File: src/rtl/nbc_pkg.sv
package nbc_pkg;

    localparam int unsigned CHR_SLOTS = 8;
    localparam int unsigned PRG_SLOTS = 4;

    localparam logic [15:0] DEC_MASK  = 16'hE001;
    localparam logic [15:0] HIT_INDEX = 16'h8000;
    localparam logic [15:0] HIT_BANK  = 16'h8001;
    localparam logic [15:0] HIT_MIRR  = 16'hA000;

    typedef enum logic [1:0] {
        MIR_VERT   = 2'd0,
        MIR_HORZ   = 2'd1,
        MIR_ONE_LO = 2'd2,
        MIR_ONE_HI = 2'd3
    } mirror_e;

    typedef enum logic [1:0] {
        WR_NONE,
        WR_INDEX,
        WR_BANK,
        WR_MIRR
    } wr_kind_e;

    function automatic wr_kind_e classify(input logic [15:0] a);
        logic [15:0] m;
        m = a & DEC_MASK;
        if (m == HIT_INDEX)     return WR_INDEX;
        else if (m == HIT_BANK) return WR_BANK;
        else if (m == HIT_MIRR) return WR_MIRR;
        else                    return WR_NONE;
    endfunction

endpackage

File: src/rtl/nbc_regs.sv
module nbc_regs
    import nbc_pkg::*;
#(
    parameter int unsigned PRG_BANKS = 64,
    parameter int unsigned PRG_W     = 6,
    parameter int unsigned CHR_W     = 8
) (
    input  logic                                clk,
    input  logic                                rst,
    input  logic                                wr,
    input  logic [15:0]                         addr,
    input  logic [7:0]                          wdata,
    output logic [CHR_SLOTS-1:0][CHR_W-1:0]     chr_bank,
    output logic [PRG_SLOTS-1:0][PRG_W-1:0]     prg_bank,
    output logic                                invert,
    output mirror_e                             mirror
);

    logic [7:0] index_q;
    wr_kind_e   kind;

    assign kind   = wr ? classify(addr) : WR_NONE;
    assign invert = index_q[7];

    always_ff @(posedge clk) begin
        if (rst) begin
            index_q <= '0;
            mirror  <= MIR_VERT;
            for (int i = 0; i < CHR_SLOTS; i++) begin
                chr_bank[i] <= CHR_W'(i);
            end
            prg_bank[0] <= PRG_W'(0);
            prg_bank[1] <= PRG_W'(1);
            prg_bank[2] <= PRG_W'(PRG_BANKS - 2);
            prg_bank[3] <= PRG_W'(PRG_BANKS - 1);
        end else begin
            case (kind)
                WR_INDEX: index_q <= wdata;
                WR_MIRR:  mirror  <= mirror_e'(wdata[1:0]);
                WR_BANK: begin
                    if (!index_q[3]) begin
                        chr_bank[index_q[2:0]] <= wdata[CHR_W-1:0];
                    end else if (!index_q[2]) begin
                        prg_bank[index_q[1:0]] <= wdata[PRG_W-1:0];
                    end
                end
                default: ;
            endcase
        end
    end

endmodule

File: src/rtl/nbc_prg_map.sv
module nbc_prg_map
    import nbc_pkg::*;
#(
    parameter int unsigned PRG_W = 6
) (
    input  logic [PRG_SLOTS-1:0][PRG_W-1:0] prg_bank,
    input  logic [15:0]                     cpu_addr,
    output logic [PRG_W+12:0]               prg_rom_addr
);

    logic [1:0] win;

    assign win          = cpu_addr[14:13];
    assign prg_rom_addr = {prg_bank[win], cpu_addr[12:0]};

endmodule

File: src/rtl/nbc_chr_map.sv
module nbc_chr_map
    import nbc_pkg::*;
#(
    parameter int unsigned CHR_W = 8
) (
    input  logic [CHR_SLOTS-1:0][CHR_W-1:0] chr_bank,
    input  logic                            invert,
    input  logic [12:0]                     ppu_addr,
    output logic [CHR_W+9:0]                chr_addr,
    output logic                            chr_is_ram
);

    logic [CHR_SLOTS-1:0][CHR_W-1:0] win_bank;
    logic [CHR_SLOTS-1:0]            win_ram;
    logic [2:0]                      slot;

    for (genvar w = 0; w < CHR_SLOTS; w++) begin : g_win
        localparam logic [2:0] WIN = 3'(w);
        assign win_bank[w] = chr_bank[WIN ^ {invert, 2'b00}];
        assign win_ram[w]  = (win_bank[w] <= CHR_W'(7));
    end

    assign slot       = ppu_addr[12:10];
    assign chr_addr   = {win_bank[slot], ppu_addr[9:0]};
    assign chr_is_ram = win_ram[slot];

endmodule

File: src/rtl/nibble_bank_ctrl.sv
module nibble_bank_ctrl
    import nbc_pkg::*;
#(
    parameter int unsigned PRG_BANKS = 64,
    parameter int unsigned CHR_W     = 8,
    localparam int unsigned PRG_W    = (PRG_BANKS > 1) ? $clog2(PRG_BANKS) : 1
) (
    input  logic               clk,
    input  logic               rst,
    input  logic               cpu_wr,
    input  logic [15:0]        cpu_addr,
    input  logic [7:0]         cpu_wdata,
    input  logic [12:0]        ppu_addr,
    output logic [PRG_W+12:0]  prg_rom_addr,
    output logic [CHR_W+9:0]   chr_addr,
    output logic               chr_is_ram,
    output logic [1:0]         mirror_mode
);

    logic [CHR_SLOTS-1:0][CHR_W-1:0] chr_bank;
    logic [PRG_SLOTS-1:0][PRG_W-1:0] prg_bank;
    logic                            invert;
    mirror_e                         mirror;

    nbc_regs #(
        .PRG_BANKS(PRG_BANKS),
        .PRG_W    (PRG_W),
        .CHR_W    (CHR_W)
    ) u_regs (
        .clk     (clk),
        .rst     (rst),
        .wr      (cpu_wr),
        .addr    (cpu_addr),
        .wdata   (cpu_wdata),
        .chr_bank(chr_bank),
        .prg_bank(prg_bank),
        .invert  (invert),
        .mirror  (mirror)
    );

    nbc_prg_map #(.PRG_W(PRG_W)) u_prg (
        .prg_bank    (prg_bank),
        .cpu_addr    (cpu_addr),
        .prg_rom_addr(prg_rom_addr)
    );

    nbc_chr_map #(.CHR_W(CHR_W)) u_chr (
        .chr_bank  (chr_bank),
        .invert    (invert),
        .ppu_addr  (ppu_addr),
        .chr_addr  (chr_addr),
        .chr_is_ram(chr_is_ram)
    );

    assign mirror_mode = mirror;

endmodule

File: config.mk
export PLATFORM = sky130hd
export DESIGN_NAME = nibble_bank_ctrl
export DESIGN_NICKNAME = d
export VERILOG_FILES = /design/src/rtl/nbc_pkg.sv /design/src/rtl/nbc_regs.sv /design/src/rtl/nbc_prg_map.sv /design/src/rtl/nbc_chr_map.sv /design/src/rtl/nibble_bank_ctrl.sv
export SDC_FILE = /design/constraint.sdc
export NUM_CORES = 1
export LEC_CHECK = 0
export BUFFER_PORTS_ARGS = -buffer_cell sky130_fd_sc_hd__buf_4
export CAP_MARGIN = 20
export CELL_PAD_IN_SITES_DETAIL_PLACEMENT = 2
export CELL_PAD_IN_SITES_GLOBAL_PLACEMENT = 2
export CORE_MARGIN = 2
export CORE_UTILIZATION = 35
export CTS_CLUSTER_DIAMETER = 80
export DETAILED_ROUTE_END_ITERATION = 10
export GPL_TIMING_DRIVEN = 0
export PLACE_DENSITY_LB_ADDON = 0.1
export RECOVER_POWER = 50
export SETUP_SLACK_MARGIN = 0.02
export SLEW_MARGIN = 25
export SYNTH_ARGS = -nofsm -noshare
export SYNTH_HDL_FRONTEND = slang
export SYNTH_SLANG_ARGS = --single-unit
File: constraint.sdc
create_clock -name clk -period 2 [get_ports clk]
set_clock_uncertainty 0.15 [all_clocks]
set_input_delay 0.1 -clock clk [delete_from_list [all_inputs] [get_ports clk]]
set_output_delay 0.1 -clock clk [all_outputs]
set_load 0.05 [all_outputs]
==> flow_summary.json, run 1 <==
{
  "status": "finished, violations left",
  "violations": "setup timing",
  "gp_routability_congestion": 0.748,
  "track_usage_pct": 22.5,
  "clock-root-buffer": "clkbuf_16",
  "wire_per_inst_um": 21.4,
  "routed_wl_um": 15300,
  "cp-end-kind": "output port",
  "route.antenna.remaining_nets": 0,
  "r2r_slack_ns": -0.05,
  "io_pins": 80,
  "power_leakage_nw": 2.09,
  "die_w_um": 118,
  "die_y_um": 118,
  "crit_buf_inv": 1,
  "critPathLaunch": "u_regs.chr_bank[21]",
  "final_area_mm2": 0.00549,
  "grt_pass1_vias": 4182,
  "setup_viol": 15,
  "async_reset_ff_share_pct": 0,
  "ys_types": 37,
  "drive_gt1_share_pct": 23.1,
  "irDropWorstVdd_mv": 0.377,
  "clkTransAtPathRegs_ns": 0.07,
  "dp.cells": 690,
  "syn_to_final_growth_pct": 21.2,
  "dp_hpwl_um": 10900,
  "fin_hold_ws_ns": 0.0312,
  "relSlewSlack_pct": 47.7,
  "clkLatencyLatePin_ns": 0.35,
  "antenna_cells": 0,
  "synth_top_cell_by_area": "dfxtp_1",
  "r2r-start": "u_regs.index_q[0]",
  "via_per_inst": 5.35,
  "arrival_ns": 2.10,
  "synth_area_leaders": "dfxtp_1 (42%), mux2i_1 (12%), mux4_2 (11%), nor2_1 (5.7%), a21oi_1 (5.1%)",
  "worstPathMaxFanout": 2,
  "initial_utilization_pct": 35.9,
  "drt-initial-drc-count": 102,
  "finalCritPeriodShare_pct": 117,
  "yosysWarnings": 0,
  "synth_cells": 471,
  "pre_cts_ws_ns": -0.464,
  "min_path_type": "input port to register",
  "fin_nets": 577,
  "slowest_stage": "or4b_4",
  "crit_type": "register to output port",
  "cp-start-kind": "register",
  "synth_nets": 511,
  "synth_area_mm2": 0.00453,
  "max_stage_delay_ns": 0.54,
  "hold_viol": 0,
  "synth-seq-cells": 95,
  "cts.path.max_buffers": 2,
  "synth.avg_cell_area_um2": 9.61,
  "grt-ovfl-total": 0,
  "place_area_mm2": 0.00510,
  "fin_util_pct": 43.5,
  "nFillCells": 1429,
  "crit_required_ns": 1.75,
  "yosysSeqAreaShare_pct": 42.0,
  "critPathTopFamily": "simple AND/OR/NAND/NOR gates",
  "fin_ws_ns": -0.346,
  "port_buffers": 47,
  "h-tree-depth": 3,
  "grt_max_degree": 16,
  "antenna_found_initial": 0,
  "timing.fmax_mhz": 426,
  "core-area_mm2": 0.0126,
  "min_from": "cpu_addr[13]",
  "p_per_area_mw_per_mm2": 756,
  "die-area_mm2": 0.0139,
  "netlist.area_leader.share_pct": 42.0,
  "row_count": 41,
  "cts_tree": "yes",
  "rsz0062_at_grt": "yes",
  "layout_min_cycle_time_ns": 2.35,
  "grt_pass1_wl_um": 24000,
  "crit_chain": "or3_4, or4b_4, o2111ai_4, o2111ai_2, nand3_2, buf_8",
  "synthFlopType": "dfxtp_1",
  "max_slew.worst_pin.slew_ns": 0.784,
  "max_cap_viol_count": 0,
  "synth_edf_count": 0,
  "final_cells": 714,
  "firstDrtPassIters": 4,
  "cts_buffers": 9,
  "cts.sinks": 95,
  "vias": 3823,
  "drc_errors": 0,
  "drv_slew": 0
}
-- what timing repair did --
| item | in CTS | in global routing |
|---|---|---|
| hold endpoints to repair | 7 | 0 |
| hold buffers | 3 | 0 |
| gates resized for setup | 25 | 16 |
| pin swaps | 5 | 0 |
| buffers inserted | 2 | 4 |
| endpoints found under the setup margin | 26 | 26 |
-- cells in the mapped netlist, types with 3 or more instances --
cell type,n
a21oi_1,46
buf_2,10
o2111ai_1,3
mux4_2,22
o21ai_0,15
nand4b_1,3
nand2_1,34
clkbuf_1,27
buf_4,25
mux2_2,8
mux2i_1,52
nor2_1,69
dfxtp_1,95
nand3_1,3
a22oi_1,3
nor3_1,27
or3_1,4
-- cell usage in the layout, fill, tap and decap left out, drive strengths merged, types with 2 or more instances in the layout --
cell type,netlist,layout
dfxtp,95,95
clkbuf,27,72
nor2,71,71
buf,37,55
mux2i,52,52
a21oi,46,46
nand2,34,34
nor3,30,30
mux4,22,22
o21ai,15,15
mux2,8,8
nand4b,4,4
or3,4,4
a22oi,3,3
dlygate4sd3,0,3
nand3,3,3
o2111ai,3,3
nor4,2,2
nor4b,2,2
nor3b,2,2
clkinv,0,2
inv,1,2
-- cells by family after synthesis --
kind of cell / Yosys count / share of synthesized area, %
xor+xnor: 1 / 0.194
flops: 95 / 42.0
compound gates: 68 / 8.02
mux: 82 / 24.4
buf+inv: 65 / 7.91
simple gates: 160 / 17.4
-- per-stage QoR --
| stage | total power [mW] | TNS (ns) |
|---|---|---|
| floorplan | 2.27 | 0 |
| global placement | 2.41 | -2.93 |
| detailed placement | 2.42 | -4.19 |
| CTS | 4.20 | -1.70 |
| global route | 4.30 | -4.60 |
| finish | 4.15 | -1.70 |
-- state kept, by name, summed over array words and instances (netlist names) --
| signal | cells |
|---|---|
| u_regs.chr_bank | 64 |
| u_regs.mirror | 2 |
| u_regs.index_q | 5 |
| u_regs.prg_bank | 24 |
-- per-layer routing --
metal  vias up  track usage [%]  part of all wire [%]  wire length, µm
met1      1968             26.8                    42             6460
met5         -                0                     0                0
met3        11             3.00                   2.9              436
met2        68             41.9                    54             8190
met4         0             6.48                   1.2              180
li1       1776                -                     -                -
-- power breakdown --
| part | switching, mW | total [mW] | internal (mW) |
|---|---|---|---|
| logic | 0.326 | 0.482 | 0.156 |
| clock network | 0.763 | 1.77 | 1.00 |
| registers | 0.00319 | 1.90 | 1.89 |
| total | 1.09 | 4.15 | 3.05 |
-- final cells by class --
| cell class | count | area (µm²) | area share [%] |
|---|---|---|---|
| multi-input cells | 311 | 2320 | 42.3 |
| flip-flops and latches | 95 | 1910 | 34.7 |
| repair buffers | 56 | 375 | 6.84 |
| plain buffers | 63 | 368 | 6.71 |
| clock buffers | 11 | 243 | 4.43 |
| well taps | 172 | 215 | 3.92 |
| clock inverters | 5 | 56.3 | 1.03 |
| inverters | 1 | 3.75 | 0.0684 |
-- worst reg2reg max path, cell delays in order, from the launching register on --
cell and delay (ns):
dfxtp_1 0.45, nand4b_1 0.33, nor3b_1 0.30, clkbuf_2 0.37, mux2i_1 0.24, nor2_1 0.07
-- final timing paths --
path	end	depth (start not counted)
min	u_regs.mirror[0]	4
min reg2reg	u_regs.chr_bank[10]	2
max reg2reg	u_regs.chr_bank[45]	5
max	chr_is_ram	6
Note: power is estimated with default switching activity, not from simulation.
==> run 2: changes to the inputs <==
- BUFFER_PORTS_ARGS: -buffer_cell sky130_fd_sc_hd__buf_4 -> -buffer_cell sky130_fd_sc_hd__buf_2
==> run 2 against run 1 <==
Compared with the run above:
- the run still ends with setup timing left
- sequential power hardly changed
- register-to-register slack better by 0.03 ns
- critical path depth stayed put
- via count is 0.34% lower
- cell count is 0.42% lower
- largest cell class unchanged
- routed wire length is 3.0% lower
- final area is 1.8% lower
==> flow_summary.json, run 2 (synthesized netlist as in run 1, its figures left out) <==
{
  "fin_nets": 574,
  "irDropWorstVdd_mv": 0.363,
  "grt_pass1_vias": 4136,
  "routed_wl_um": 14800,
  "fin_hold_ws_ns": 0.0291,
  "clock-root-buffer": "clkbuf_16",
  "fin_ws_ns": -0.331,
  "cp_common_cell": "o2111ai_2",
  "cp-start-kind": "register",
  "crit_chain": "or3_4, or4b_4, o2111ai_2, o2111ai_2, nand3_2, buf_8",
  "fin_util_pct": 42.7,
  "setup_viol": 14,
  "die-area_mm2": 0.0139,
  "rsz0062_at_grt": "yes",
  "power.total_mw": 4.19,
  "antenna_cells": 0,
  "max_cap_viol_count": 0,
  "crit_required_ns": 1.75,
  "drv_slew": 0,
  "core-area_mm2": 0.0126,
  "drt-initial-drc-count": 109,
  "cts_tree": "yes",
  "via_per_inst": 5.36,
  "final_common_cell": "dfxtp_1",
  "cts.path.max_buffers": 2,
  "grt_pass1_wl_um": 23400,
  "p_per_area_mw_per_mm2": 778,
  "slowest_stage": "or4b_4",
  "row_count": 41,
  "max_stage_delay_ns": 0.53,
  "cts.sinks": 95,
  "io_pins": 80,
  "clkTransAtPathRegs_ns": 0.07,
  "final_cell_mix": "dfxtp_1 (92), nor2_1 (69), clkbuf_1 (59)",
  "min_path_type": "input port to register",
  "drive_gt1_share_pct": 21.2,
  "timing.fmax_mhz": 429,
  "crit_type": "register to output port",
  "power_leakage_nw": 2.04,
  "syn_to_final_growth_pct": 19.1,
  "route.antenna.remaining_nets": 0,
  "worstPathMaxFanout": 2,
  "port_buffers": 47,
  "initial_utilization_pct": 35.9,
  "wire_per_inst_um": 20.8,
  "final_cells": 711,
  "violations": "setup timing",
  "cp-end-kind": "output port",
  "finalCritPeriodShare_pct": 117,
  "largest_register_ffs": 64,
  "layout_min_cycle_time_ns": 2.33,
  "cts_buffers": 9,
  "relSlewSlack_pct": 50.8,
  "firstDrtPassIters": 6,
  "die_w_um": 118,
  "gp_routability_congestion": 0.754,
  "dp_hpwl_um": 10800,
  "clkLatencyLatePin_ns": 0.35,
  "grt-ovfl-total": 0,
  "vias": 3810,
  "arrival_ns": 2.08,
  "h-tree-depth": 3,
  "antenna_found_initial": 0,
  "setup_total_negative_slack_ns": -1.71,
  "hold_viol": 0,
  "max_slew.worst_pin.slew_ns": 0.737,
  "dp.cells": 690,
  "status": "finished, violations left",
  "top_regs": "u_regs.chr_bank: 64 flops, u_regs.prg_bank: 24 flops, u_regs.index_q: 5 flops",
  "track_usage_pct": 21.9,
  "grt_max_degree": 15,
  "drc_errors": 0,
  "die_y_um": 118,
  "max_flop_register": "u_regs.chr_bank"
}
[run 2: cell count changes in the layout (fill, tap and decap cells not counted), sizes merged]
cell / delta
clkbuf: +1
buf: -3
inv: -1
clkinvlp: -1
bufinv: +1
[run 2: stage by stage]
step                      setup WS (ns)  instance area (µm²)
after floorplan                  0.0537                 4530
after global placement           -0.429                 4980
after detailed placement         -0.474                 4980
after CTS                        -0.329                 5440
after global routing             -0.397                 5390
final                            -0.331                 5390
[run 2: final cells by class]
class / count / area, µm²
fillers: 1423 / 7230
multi-input cells: 311 / 2280
flip-flops and latches: 95 / 1910
plain buffers: 63 / 368
repair buffers: 53 / 309
clock buffers: 12 / 236
well taps: 172 / 215
clock inverters: 4 / 70.1
inverters: 1 / 3.75
[run 2: power breakdown]
part	switching (mW)	total (mW)	internal (mW)	leakage, nW
logic	0.320	0.462	0.142	1.12
clock network	0.739	1.83	1.09	0.151
registers	0.00311	1.90	1.89	0.768
[run 2: layer usage]
metal | GRT usage (%) | wire length, µm | up-vias
met5 | 0 | 0 | -
met4 | 7.08 | 273 | 0
met3 | 3.10 | 440 | 16
met2 | 39.0 | 7640 | 87
met1 | 27.1 | 6460 | 1948
li1 | - | - | 1759
[run 2: worst paths after layout]
check | end | depth (start not counted) | slack, ns | startpoint
hold reg to reg | u_regs.chr_bank[9] | 2 | 0.33 | u_regs.chr_bank[9]
hold / removal | u_regs.chr_bank[55] | 3 | 0.03 | cpu_wdata[7]
setup / recovery | chr_is_ram | 6 | -0.33 | u_regs.chr_bank[20]
setup reg to reg | u_regs.chr_bank[44] | 5 | -0.02 | u_regs.index_q[0]
[run 2: what timing repair did]
item / CTS / global route
gates resized for setup: 31 / 8
pin swaps: 4 / 1
endpoints found under the setup margin: 24 / 18
hold buffers: 3 / 0
setup buffers: 3 / 0
endpoints found under the hold margin: 6 / 0
[run 2: worst max-delay path: cells and delay by family (launching register included)]
family | cells | cell delay (ns)
simple gates | 3 | 1.03
flops | 1 | 0.32
compound gates | 2 | 0.24
buf+inv | 1 | 0.14
==> run 3: changes to the inputs <==
--- a/constraint.sdc
+++ b/constraint.sdc
@@ -4,2 +4,2 @@
 set_output_delay 0.1 -clock clk [all_outputs]
-set_load 0.05 [all_outputs]
+set_load 0.005 [all_outputs]
==> run 3 against run 2 <==
Compared with the run above:
- the run still ends with setup timing left
- final area is 0.58% lower
- register-to-register slack better by 0.07 ns
- hold slack better by 0.0037 ns
- highest routed layer unchanged
- clock power is 2% lower
- via count is 0.84% lower
- critical path type unchanged
- sequential power hardly changed
- first-iteration DRC count is 1.8% higher
- total power is 4.5% lower
- non-clock buffer count is 1 lower
- combinational power is 31% lower
- routed wire length is 0.90% lower
==> flow_summary.json, run 3 (synthesized netlist as in run 1, its figures left out) <==
{
  "status": "finished, violations left",
  "violations": "setup timing",
  "timing.fmax_mhz": 438,
  "io_pins": 80,
  "cp-end-kind": "output port",
  "p_per_area_mw_per_mm2": 748,
  "power_frac_clock_pct": 44.7,
  "grt_max_degree": 15,
  "worstPathMaxFanout": 2,
  "irDropWorstVdd_mv": 0.308,
  "row_count": 41,
  "setup_total_negative_slack_ns": -1.42,
  "fin_ws_ns": -0.284,
  "die-area_mm2": 0.0139,
  "final_cell_mix": "dfxtp_1 (93), nor2_1 (69), mux2i_1 (52)",
  "die_y_um": 118,
  "final_area_mm2": 0.00536,
  "crit_type": "register to output port",
  "layout_min_cycle_time_ns": 2.28,
  "clkTransAtPathRegs_ns": 0.07,
  "comb_power_share_pct": 7.9,
  "fin_util_pct": 42.5,
  "grt-ovfl-total": 0,
  "drive_gt1_share_pct": 24.9,
  "syn_to_final_growth_pct": 18.4,
  "relSlewSlack_pct": 46.9,
  "clock-root-buffer": "clkbuf_16",
  "firstDrtPassIters": 4,
  "crit_chain": "or3_4, or4b_4, o2111ai_2, o2111ai_2, nand3_1, buf_2",
  "clkLatencyLatePin_ns": 0.35,
  "hold_viol": 0,
  "final_common_cell": "dfxtp_1",
  "max_cap_viol_count": 0,
  "drc_errors": 0,
  "cts_tree": "yes",
  "gp_routability_congestion": 0.741,
  "antenna_found_initial": 0,
  "fin_hold_ws_ns": 0.0328,
  "setup_viol": 6,
  "pre_cts_ws_ns": -0.342,
  "drv_slew": 0,
  "top_regs": "u_regs.chr_bank: 64 flops, u_regs.prg_bank: 24 flops, u_regs.index_q: 5 flops",
  "critPathTopFamily": "simple AND/OR/NAND/NOR gates",
  "intPower_mw": 3.07,
  "power.switching_uw": 934,
  "initial_utilization_pct": 35.9,
  "max_stage_delay_ns": 0.52,
  "via_per_inst": 5.32,
  "arrival_ns": 2.03,
  "drt-initial-drc-count": 111,
  "finalCritPeriodShare_pct": 114,
  "core-area_mm2": 0.0126,
  "min_path_type": "input port to register",
  "dp_hpwl_um": 10600,
  "grt_pass1_vias": 4234,
  "largest_register_ffs": 64,
  "cts.path.max_buffers": 2,
  "vias": 3778,
  "max_flop_register": "u_regs.chr_bank",
  "power_leakage_nw": 2.07,
  "antenna_cells": 0,
  "cp_common_cell": "o2111ai_2",
  "die_w_um": 118,
  "cp-start-kind": "register",
  "cts_buffers": 9,
  "power.total_mw": 4.01,
  "p_sw_share_pct": 23.3,
  "port_buffers": 47,
  "wire_per_inst_um": 20.7,
  "slowest_stage": "or4b_4",
  "route.antenna.remaining_nets": 0,
  "p_seq_share_pct": 47.4,
  "max_slew.worst_pin.slew_ns": 0.796,
  "grt_pass1_wl_um": 24000,
  "dp.cells": 690,
  "rsz0062_at_grt": "yes",
  "fin_nets": 573,
  "crit_required_ns": 1.75,
  "crit_buf_inv": 1,
  "routed_wl_um": 14700,
  "final_cells": 710,
  "place_area_mm2": 0.00498,
  "track_usage_pct": 22.4,
  "cts.sinks": 95,
  "h-tree-depth": 3
}
-- run 3: changes by cell type in the layout (fill, tap and decap cells not counted), sizes merged --
cell / previous run / this run
buf: 52 / 57
bufinv: 2 / 1
clkbuf: 73 / 69
clkinv: 2 / 1
-- run 3: power groups by stage --
stage          combinational, mW  sequential [mW]  clock, mW
3_5_place_dp               0.310             1.94          0
3_3_place_gp               0.304             1.94          0
5_1_grt                    0.348             1.90       1.90
4_1_cts                    0.326             1.90       1.82
6_report                   0.318             1.90       1.79
2_1_floorplan              0.189             1.94          0
-- run 3: worst register-to-register path, delay by kind of cell (launching register included) --
| family | cells | cell delay, ns |
|---|---|---|
| mux | 1 | 0.27 |
| simple gates | 3 | 0.55 |
| buf+inv | 2 | 0.53 |
| flops | 1 | 0.31 |
-- run 3: what timing repair did --
| item | in CTS | in global routing |
|---|---|---|
| resized for setup | 14 | 5 |
| buffers inserted | 2 | 0 |
| endpoints found under the hold margin | 6 | 0 |
| hold buffers | 3 | 0 |
| cloned | 0 | 0 |
| pin swaps | 3 | 0 |
| endpoints found under the setup margin | 24 | 18 |
-- run 3: final timing paths --
kind | start | endpoint | slack, ns | depth (start not counted)
setup / recovery | u_regs.chr_bank[19] | chr_is_ram | -0.28 | 6
hold / removal | cpu_addr[13] | u_regs.mirror[1] | 0.03 | 4
setup reg to reg | u_regs.index_q[2] | u_regs.chr_bank[19] | 0.05 | 6
hold reg to reg | u_regs.chr_bank[10] | u_regs.chr_bank[10] | 0.32 | 2
-- run 3: layer usage --
layer / wire [µm] / part of all wire [%] / GRT usage, % / vias to the layer above
li1: - / - / - / 1759
met1: 6510 / 44 / 28.2 / 1914
met2: 7440 / 51 / 39.2 / 84
met3: 442 / 3.0 / 3.29 / 21
met4: 289 / 2.0 / 7.38 / 0
met5: 0 / 0 / 0 / -
-- run 3: area by class of cell --
type / count / area (µm²)
buffer: 63 / 365
clock buffer: 14 / 264
clock inverter: 2 / 38.8
fill: 1398 / 7260
inverter: 1 / 3.75
multi-input combinational: 311 / 2300
sequential: 95 / 1900
tap: 172 / 215
timing repair buffer: 52 / 267
